$ cat src/rtl/pvid_pkg.sv
package pvid_pkg;

    localparam int REG_W     = 16;
    localparam int TOT_W     = 2 * REG_W;
    localparam int REG_CNT   = 6;
    localparam int REG_IDX_W = $clog2(REG_CNT);

    localparam logic [REG_IDX_W-1:0] IDX_LEFT  = REG_IDX_W'(0);
    localparam logic [REG_IDX_W-1:0] IDX_TOP   = REG_IDX_W'(1);
    localparam logic [REG_IDX_W-1:0] IDX_WPL   = REG_IDX_W'(2);
    localparam logic [REG_IDX_W-1:0] IDX_LINES = REG_IDX_W'(3);
    localparam logic [REG_IDX_W-1:0] IDX_BASE  = REG_IDX_W'(4);
    localparam logic [REG_IDX_W-1:0] IDX_CTRL  = REG_IDX_W'(5);

    typedef enum logic [2:0] {
        PV_IDLE,
        PV_ARMED,
        PV_TOP,
        PV_LWAIT,
        PV_LEFT,
        PV_DATA
    } pv_state_e;

    typedef struct packed {
        logic [REG_W-1:0] left;
        logic [REG_W-1:0] top;
        logic [REG_W-1:0] wpl;
        logic [REG_W-1:0] lines;
        logic [REG_W-1:0] base;
        logic             recover;
    } pv_cfg_t;

    function automatic logic [TOT_W-1:0] word_total(input logic [REG_W-1:0] wpl,
                                                    input logic [REG_W-1:0] lines);
        return TOT_W'(wpl) * TOT_W'(lines);
    endfunction

endpackage

$ cat src/rtl/pvid_sync.sv
module pvid_sync #(
    parameter int STAGES = 2
) (
    input  logic clk,
    input  logic rst,
    input  logic async_in,
    output logic rise
);
    // chain[STAGES-1] is the synchronized level, chain[STAGES] its delayed copy
    logic [STAGES:0] chain;

    always_ff @(posedge clk) begin
        if (rst) chain <= '0;
        else     chain <= {chain[STAGES-1:0], async_in};
    end

    assign rise = chain[STAGES-1] & ~chain[STAGES];
endmodule

$ cat src/rtl/pvid_regs.sv
module pvid_regs
    import pvid_pkg::*;
(
    input  logic                 clk,
    input  logic                 rst,
    input  logic                 wr_en,
    input  logic [REG_IDX_W-1:0] wr_idx,
    input  logic [REG_W-1:0]     wr_data,
    output pv_cfg_t              cfg,
    output logic                 arm
);
    always_ff @(posedge clk) begin
        if (rst) begin
            cfg <= '0;
            arm <= 1'b0;
        end else begin
            arm <= 1'b0;
            if (wr_en) begin
                case (wr_idx)
                    IDX_LEFT:  cfg.left  <= wr_data;
                    IDX_TOP:   cfg.top   <= wr_data;
                    IDX_WPL:   cfg.wpl   <= wr_data;
                    IDX_LINES: cfg.lines <= wr_data;
                    IDX_BASE:  cfg.base  <= wr_data;
                    IDX_CTRL: begin
                        cfg.recover <= wr_data[0];
                        arm         <= 1'b1;
                    end
                    default: ;
                endcase
            end
        end
    end
endmodule

$ cat src/rtl/pvid_pixclk.sv
module pvid_pixclk #(
    parameter int REF_MULT = 8
) (
    input  logic clk,
    input  logic rst,
    input  logic recover,
    input  logic edge_in,
    input  logic line_start,
    output logic tick
);
    localparam int DIV_W = (REF_MULT > 1) ? $clog2(REF_MULT) : 1;
    localparam logic [DIV_W-1:0] DIV_LAST = DIV_W'(REF_MULT - 1);

    logic [DIV_W-1:0] div_q;

    always_ff @(posedge clk) begin
        if (rst || line_start) begin
            div_q <= '0;
        end else if (recover && edge_in) begin
            div_q <= (div_q == DIV_LAST) ? '0 : div_q + DIV_W'(1);
        end
    end

    always_comb begin
        if (recover) tick = edge_in && !line_start && (div_q == DIV_LAST);
        else         tick = edge_in;
    end
endmodule

$ cat src/rtl/pvid_fetch.sv
module pvid_fetch
    import pvid_pkg::*;
#(
    parameter int WORD_W = 16,
    parameter int DEPTH  = 2
) (
    input  logic              clk,
    input  logic              rst,
    input  logic              start,
    input  logic [REG_W-1:0]  base,
    input  logic [TOT_W-1:0]  total,
    input  logic              pop,
    output logic [WORD_W-1:0] head,
    output logic              empty,
    output logic              mem_req,
    output logic [REG_W-1:0]  mem_addr,
    input  logic              mem_ack,
    input  logic [WORD_W-1:0] mem_rdata
);
    localparam int PTR_W = (DEPTH > 1) ? $clog2(DEPTH) : 1;
    localparam int CNT_W = $clog2(DEPTH + 1);
    localparam logic [PTR_W-1:0] PTR_LAST = PTR_W'(DEPTH - 1);

    logic [WORD_W-1:0] slots [DEPTH];
    logic [PTR_W-1:0]  wr_ptr, rd_ptr;
    logic [CNT_W-1:0]  fill;
    logic [TOT_W-1:0]  remain_q;
    logic [REG_W-1:0]  addr_q;
    logic              req_q;
    logic              push, do_pop;

    assign push     = req_q && mem_ack;
    assign do_pop   = pop && (fill != '0);
    assign empty    = (fill == '0);
    assign head     = slots[rd_ptr];
    assign mem_req  = req_q;
    assign mem_addr = addr_q;

    always_ff @(posedge clk) begin
        if (push) slots[wr_ptr] <= mem_rdata;
    end

    always_ff @(posedge clk) begin
        if (rst) begin
            wr_ptr   <= '0;
            rd_ptr   <= '0;
            fill     <= '0;
            remain_q <= '0;
            addr_q   <= '0;
            req_q    <= 1'b0;
        end else if (start) begin
            wr_ptr   <= '0;
            rd_ptr   <= '0;
            fill     <= '0;
            remain_q <= total;
            addr_q   <= base;
            req_q    <= 1'b0;
        end else begin
            if (push) begin
                wr_ptr   <= (wr_ptr == PTR_LAST) ? '0 : wr_ptr + PTR_W'(1);
                addr_q   <= addr_q + REG_W'(1);
                remain_q <= remain_q - TOT_W'(1);
                req_q    <= 1'b0;
            end else if (!req_q && remain_q != '0 && fill < CNT_W'(DEPTH)) begin
                req_q <= 1'b1;
            end
            if (do_pop) rd_ptr <= (rd_ptr == PTR_LAST) ? '0 : rd_ptr + PTR_W'(1);
            case ({push, do_pop})
                2'b10:   fill <= fill + CNT_W'(1);
                2'b01:   fill <= fill - CNT_W'(1);
                default: ;
            endcase
        end
    end


    fifo_no_overflow_chk: assert property (@(posedge clk) disable iff (rst)
        push |-> fill < CNT_W'(DEPTH));


    req_hold_chk: assert property (@(posedge clk) disable iff (rst)
        (req_q && !mem_ack && !start) |=> (req_q && $stable(addr_q)));
endmodule

$ cat src/rtl/pvid_serializer.sv
module pvid_serializer
    import pvid_pkg::*;
#(
    parameter int WORD_W      = 16,
    parameter int FIFO_DEPTH  = 2,
    parameter int REF_MULT    = 8,
    parameter int SYNC_STAGES = 2
) (
    input  logic                 clk,
    input  logic                 rst,
    input  logic                 cfg_wr,
    input  logic [REG_IDX_W-1:0] cfg_idx,
    input  logic [REG_W-1:0]     cfg_wdata,
    output logic                 mem_req,
    output logic [REG_W-1:0]     mem_addr,
    input  logic                 mem_ack,
    input  logic [WORD_W-1:0]    mem_rdata,
    input  logic                 eng_fsync,
    input  logic                 eng_lsync,
    input  logic                 eng_vclk,
    output logic                 video_out,
    output logic                 video_stb,
    output logic                 irq_band_begin,
    output logic                 irq_page_end,
    output logic                 underrun
);
    localparam int BIT_W      = $clog2(WORD_W);
    localparam int LINE_PIX_W = REG_W + $clog2(WORD_W);
    localparam int N_SYNC     = 3;

    pv_cfg_t   cfg;
    logic      arm, fetch_start;
    pv_state_e state;

    logic [N_SYNC-1:0] raw_in, rise_vec;
    logic fs_rise, ls_rise, vclk_rise, pix_tick;

    logic [WORD_W-1:0] head;
    logic              empty, pop;

    logic [REG_W-1:0]      top_cnt, line_cnt, left_cnt;
    logic [LINE_PIX_W-1:0] pix_cnt, line_pix;
    logic [BIT_W-1:0]      bit_left;
    logic [WORD_W-1:0]     sh_q;

    assign raw_in = {eng_vclk, eng_lsync, eng_fsync};

    for (genvar g = 0; g < N_SYNC; g++) begin : g_sync
        pvid_sync #(.STAGES(SYNC_STAGES)) u_sync (
            .clk      (clk),
            .rst      (rst),
            .async_in (raw_in[g]),
            .rise     (rise_vec[g])
        );
    end

    assign fs_rise   = rise_vec[0];
    assign ls_rise   = rise_vec[1];
    assign vclk_rise = rise_vec[2];

    pvid_regs u_regs (
        .clk     (clk),
        .rst     (rst),
        .wr_en   (cfg_wr),
        .wr_idx  (cfg_idx),
        .wr_data (cfg_wdata),
        .cfg     (cfg),
        .arm     (arm)
    );

    pvid_pixclk #(.REF_MULT(REF_MULT)) u_pixclk (
        .clk        (clk),
        .rst        (rst),
        .recover    (cfg.recover),
        .edge_in    (vclk_rise),
        .line_start (ls_rise),
        .tick       (pix_tick)
    );

    assign fetch_start = arm && (state == PV_IDLE);
    assign pop         = (state == PV_DATA) && pix_tick && (bit_left == '0);
    assign line_pix    = LINE_PIX_W'(cfg.wpl) * LINE_PIX_W'(WORD_W);

    pvid_fetch #(.WORD_W(WORD_W), .DEPTH(FIFO_DEPTH)) u_fetch (
        .clk       (clk),
        .rst       (rst),
        .start     (fetch_start),
        .base      (cfg.base),
        .total     (word_total(cfg.wpl, cfg.lines)),
        .pop       (pop),
        .head      (head),
        .empty     (empty),
        .mem_req   (mem_req),
        .mem_addr  (mem_addr),
        .mem_ack   (mem_ack),
        .mem_rdata (mem_rdata)
    );

    always_ff @(posedge clk) begin
        if (rst) begin
            state          <= PV_IDLE;
            top_cnt        <= '0;
            line_cnt       <= '0;
            left_cnt       <= '0;
            pix_cnt        <= '0;
            bit_left       <= '0;
            sh_q           <= '0;
            video_out      <= 1'b0;
            video_stb      <= 1'b0;
            irq_band_begin <= 1'b0;
            irq_page_end   <= 1'b0;
            underrun       <= 1'b0;
        end else begin
            video_stb      <= 1'b0;
            irq_band_begin <= 1'b0;
            irq_page_end   <= 1'b0;
            case (state)
                PV_IDLE: begin
                    if (arm) begin
                        state    <= PV_ARMED;
                        underrun <= 1'b0;
                    end
                end
                PV_ARMED: begin
                    if (fs_rise) begin
                        irq_band_begin <= 1'b1;
                        top_cnt        <= '0;
                        line_cnt       <= '0;
                        state          <= (cfg.top == '0) ? PV_LWAIT : PV_TOP;
                    end
                end
                PV_TOP: begin
                    if (ls_rise) begin
                        top_cnt <= top_cnt + REG_W'(1);
                        if (top_cnt + REG_W'(1) == cfg.top) state <= PV_LWAIT;
                    end
                end
                PV_LWAIT: begin
                    if (ls_rise) begin
                        left_cnt <= '0;
                        pix_cnt  <= '0;
                        bit_left <= '0;
                        state    <= (cfg.left == '0) ? PV_DATA : PV_LEFT;
                    end
                end
                PV_LEFT: begin
                    if (pix_tick) begin
                        left_cnt <= left_cnt + REG_W'(1);
                        if (left_cnt + REG_W'(1) == cfg.left) state <= PV_DATA;
                    end
                end
                PV_DATA: begin
                    if (pix_tick) begin
                        video_stb <= 1'b1;
                        if (bit_left != '0) begin
                            video_out <= sh_q[WORD_W-1];
                            sh_q      <= sh_q << 1;
                            bit_left  <= bit_left - BIT_W'(1);
                        end else if (!empty) begin
                            video_out <= head[WORD_W-1];
                            sh_q      <= head << 1;
                            bit_left  <= BIT_W'(WORD_W - 1);
                        end else begin
                            video_out <= 1'b0;
                            underrun  <= 1'b1;
                        end
                        pix_cnt <= pix_cnt + LINE_PIX_W'(1);
                        if (pix_cnt + LINE_PIX_W'(1) == line_pix) begin
                            line_cnt <= line_cnt + REG_W'(1);
                            if (line_cnt + REG_W'(1) == cfg.lines) begin
                                irq_page_end <= 1'b1;
                                state        <= PV_IDLE;
                            end else begin
                                state <= PV_LWAIT;
                            end
                        end
                    end
                end
                default: state <= PV_IDLE;
            endcase
        end
    end


    band_pulse_chk: assert property (@(posedge clk) disable iff (rst)
        irq_band_begin |=> !irq_band_begin);


    page_quiet_chk: assert property (@(posedge clk) disable iff (rst)
        irq_page_end |=> (!video_stb && !irq_page_end));


    video_tick_align_chk: assert property (@(posedge clk) disable iff (rst)
        !$stable(video_out) |-> $past(pix_tick));


    underrun_sticky_chk: assert property (@(posedge clk) disable iff (rst)
        (underrun && !fetch_start) |=> underrun);
endmodule

$ cat config.mk
export PLATFORM = sky130hd
export DESIGN_NAME = pvid_serializer
export DESIGN_NICKNAME = d
export VERILOG_FILES = /design/src/rtl/pvid_pkg.sv /design/src/rtl/pvid_sync.sv /design/src/rtl/pvid_regs.sv /design/src/rtl/pvid_pixclk.sv /design/src/rtl/pvid_fetch.sv /design/src/rtl/pvid_serializer.sv
export SDC_FILE = /design/constraint.sdc
export NUM_CORES = 1
export LEC_CHECK = 0
export BUFFER_PORTS_ARGS = -buffer_cell sky130_fd_sc_hd__buf_4
export CORE_ASPECT_RATIO = 0.5
export CORE_UTILIZATION = 39
export DETAILED_ROUTE_END_ITERATION = 12
export GPL_TIMING_DRIVEN = 1
export HOLD_SLACK_MARGIN = 0.1
export PLACE_DENSITY = 0.6
export RECOVER_POWER = 100
export SYNTH_ARGS = -nofsm -noshare
export SYNTH_HDL_FRONTEND = slang
export SYNTH_SLANG_ARGS = --single-unit
$ cat constraint.sdc
create_clock -name clk -period 6.65 [get_ports clk]
set_input_delay 0.3325 -clock clk [delete_from_list [all_inputs] [get_ports clk]]
set_output_delay 0.3325 -clock clk [all_outputs]
set_load 0.01 [all_outputs]
==> flow_metrics.tcl <==
set metrics [dict create \
    clk_pin_slew_worst_paths_ns 0.06 \
    grt_pass1_vias 17800 \
    post-route-drc-count 0 \
    power_density_nw_per_um2 164 \
    pin_count 64 \
    finClkSkew_ns 0.0118 \
    cap_violations 2 \
    n_antenna_cell 0 \
    finish.utilization 0.442 \
    antenna_left 0 \
    setup-tns-final_ns 0 \
    cts_max_level 1 \
    wl_per_cell_um 17.5 \
    cts_tree "done" \
    slew_violations 80 \
    synth_ff_type "dfxtp_1" \
    fmax_ghz 0.158 \
    grt_max_degree 92 \
    dpl-instance-area_um2 23500 \
    yosys.area.top_type "dfxtp_1" \
    violations "max-capacitance violations, max-slew violations" \
    clock-sinks 275 \
    slew_headroom -1.40 \
    ys_seq_area_frac 0.262 \
    start_kind "flip-flop" \
    post_cts_buffers 0 \
    synth_cell_types 83 \
    dpl.hpwl_um 45500 \
    synth_top_area_frac 0.219 \
    synth_edf_count 32 \
    clk_path_buf_depth 3 \
    port_buffers 63 \
    nNetsFinal 3059 \
    cp_max_fo 12 \
    total_power_mw 4.05 \
    fin_cells 3488 \
    grt_pass1_wl_um 97900 \
    firstDrtPassIters 5 \
    ys.warnings.count 0 \
    gp_congestion 0.909 \
    required_ns 7.12 \
    synth_commonest_cells "429 x nand2_1, 244 x inv_1, 243 x dfxtp_1" \
    grt_overflow 0 \
    setup_viol 0 \
    dieArea_um2 58100 \
    syn_nets 3038 \
    final_cell_area_um2 24700 \
    fin_ws_ns 0.304 \
    drive_above_1_share 0.0593 \
    root_buffer "clkbuf_16" \
    fp.dieW_um 340 \
    rsz0062_at_grt "no" \
    std_cell_rows 61 \
    status "finished, violations left" \
    critPathCaptureType "flip-flop" \
    ir_worst_vdd_v 0.000175 \
    synth_area_leaders "dfxtp_1 22%, fa_1 17%, nand2_1 7.2%" \
    viasPerCell 5.36 \
    post-route-min-period_ns 6.35 \
    core_area_um2 55900 \
    path_class "flip-flop to flip-flop" \
    drt_iter0_markers 1328 \
    dpl.cell_count 3397 \
    min_path_type "primary input to flip-flop" \
    syn_inst 2688 \
    critPathArrivalTime_ns 6.81 \
    hold-worst-slack_ns 0.133 \
    period_share 0.954 \
    syn_area_um2 22300 \
    place_ws_ns 0.189 \
    leakagePower_nw 10.3 \
    grtUsageTotal 0.210 \
    syn_area_per_cell_um2 8.28 \
    vias 18700 \
    synth_seq_cells 275 \
    numCtsBuffers 29 \
    routed_wl_um 61100 \
    fp.dieH_um 171 \
    tightestPinTransition_ns 3.60 \
    fill_cells 5558 \
    yosysMostFrequentCell "nand2_1" \
    async_flop_share 0 \
    start_util 0.398 \
    insertion_delay_ns 0.58 \
    timing_hold_violations_final 0 \
    syn_to_final_growth_pct 11.2 \
    antenna_found_initial 0 \
]
metal layers:
layer	track usage	part of all wire	routed length, µm
met5	0	0	0
met2	0.340	0.45	27500
met4	0.0609	0.029	1740
met3	0.0284	0.057	3510
met1	0.291	0.46	28400
critical path, stage by stage, from the launching register on:
cell and delay, ns:
dfxtp_1 0.65, and2_1 0.24, fa_1 0.43, inv_1 0.09, fa_1 0.41, fa_1 0.51
inv_1 0.05, fa_1 0.46, fa_1 0.54, inv_1 0.05, fa_1 0.53, inv_1 0.05
ha_1 0.36, and2_1 0.19, o2111a_1 0.25, o22a_1 0.20, a311oi_2 0.39, o31ai_2 0.18
o2111ai_1 0.26, a211oi_1 0.12, a221o_1 0.26
cells in the final DEF, fill, tap and decap left out, types with 17 or more instances in the layout:
cell and instances:
edfxtp_1 32, nor4_1 30, buf_4 78, a31oi_1 17, nand3_1 53, nand2_1 428
and3_1 27, dfxtp_1 239, mux2i_1 24, a211oi_1 64, fa_1 194, xor2_1 74
clkbuf_1 40, a311oi_1 22, nor2b_1 23, xnor2_1 88, nor3_1 51, ha_1 114
a21oi_1 180, dlygate4sd3_1 37, or3_1 26, nor2_1 192, clkbuf_16 29, o21ai_0 78
and2_1 127, inv_1 244, nand4_1 27
registers in the layout, indices dropped and copies added, names as in the netlist, 2 cells and up, named ones only:
register	cells
u_regs.cfg	81
u_fetch.remain_q	32
u_fetch.slots	32
pix_cnt	20
left_cnt	16
line_cnt	16
top_cnt	16
u_fetch.mem_addr	16
sh_q	15
g_sync.u_sync.chain	9
bit_left	4
state	3
u_pixclk.div_q	3
u_fetch.fill	2
kinds of logic after synthesis:
family          after synthesis  share of synthesized area
xor+xnor                    162                     0.0638
simple gates               1047                      0.225
flops                       275                      0.262
mux                          27                     0.0123
buf+inv                     416                     0.0712
fa+ha+maj                   309                      0.239
compound gates              452                      0.127
area by class of cell:
type                    instances  area [µm²]  area share
multi-input cells            1997       14800       0.599
clock buffers                  40         807      0.0326
clock inverters                14         223     0.00900
flip-flops and latches        275        5830       0.236
inverters                     244         916      0.0370
well taps                     756         946      0.0382
repair buffers                162        1190      0.0480
path summary, 6_finish.rpt:
path,cells past startpoint,to,start,slack (ns)
hold / removal,3,u_regs.arm,cfg_idx[0],0.13
hold reg to reg,1,g_sync[0].u_sync.chain[1],g_sync[0].u_sync.chain[0],0.44
setup reg to reg,20,u_fetch.remain_q[29],u_regs.cfg[40],0.30
setup / recovery,20,u_fetch.remain_q[29],u_regs.cfg[40],0.30
power breakdown:
group          switching [mW]  internal, mW
logic                   0.272         0.178
clock network           0.737          1.05
registers              0.0656          1.75
what timing repair did:
item,CTS,global route
endpoints found under the setup margin,0,6
hold buffers,37,0
gates resized for setup,0,7
hold endpoints to repair,97,0
Power figures use the tool's default switching activity.
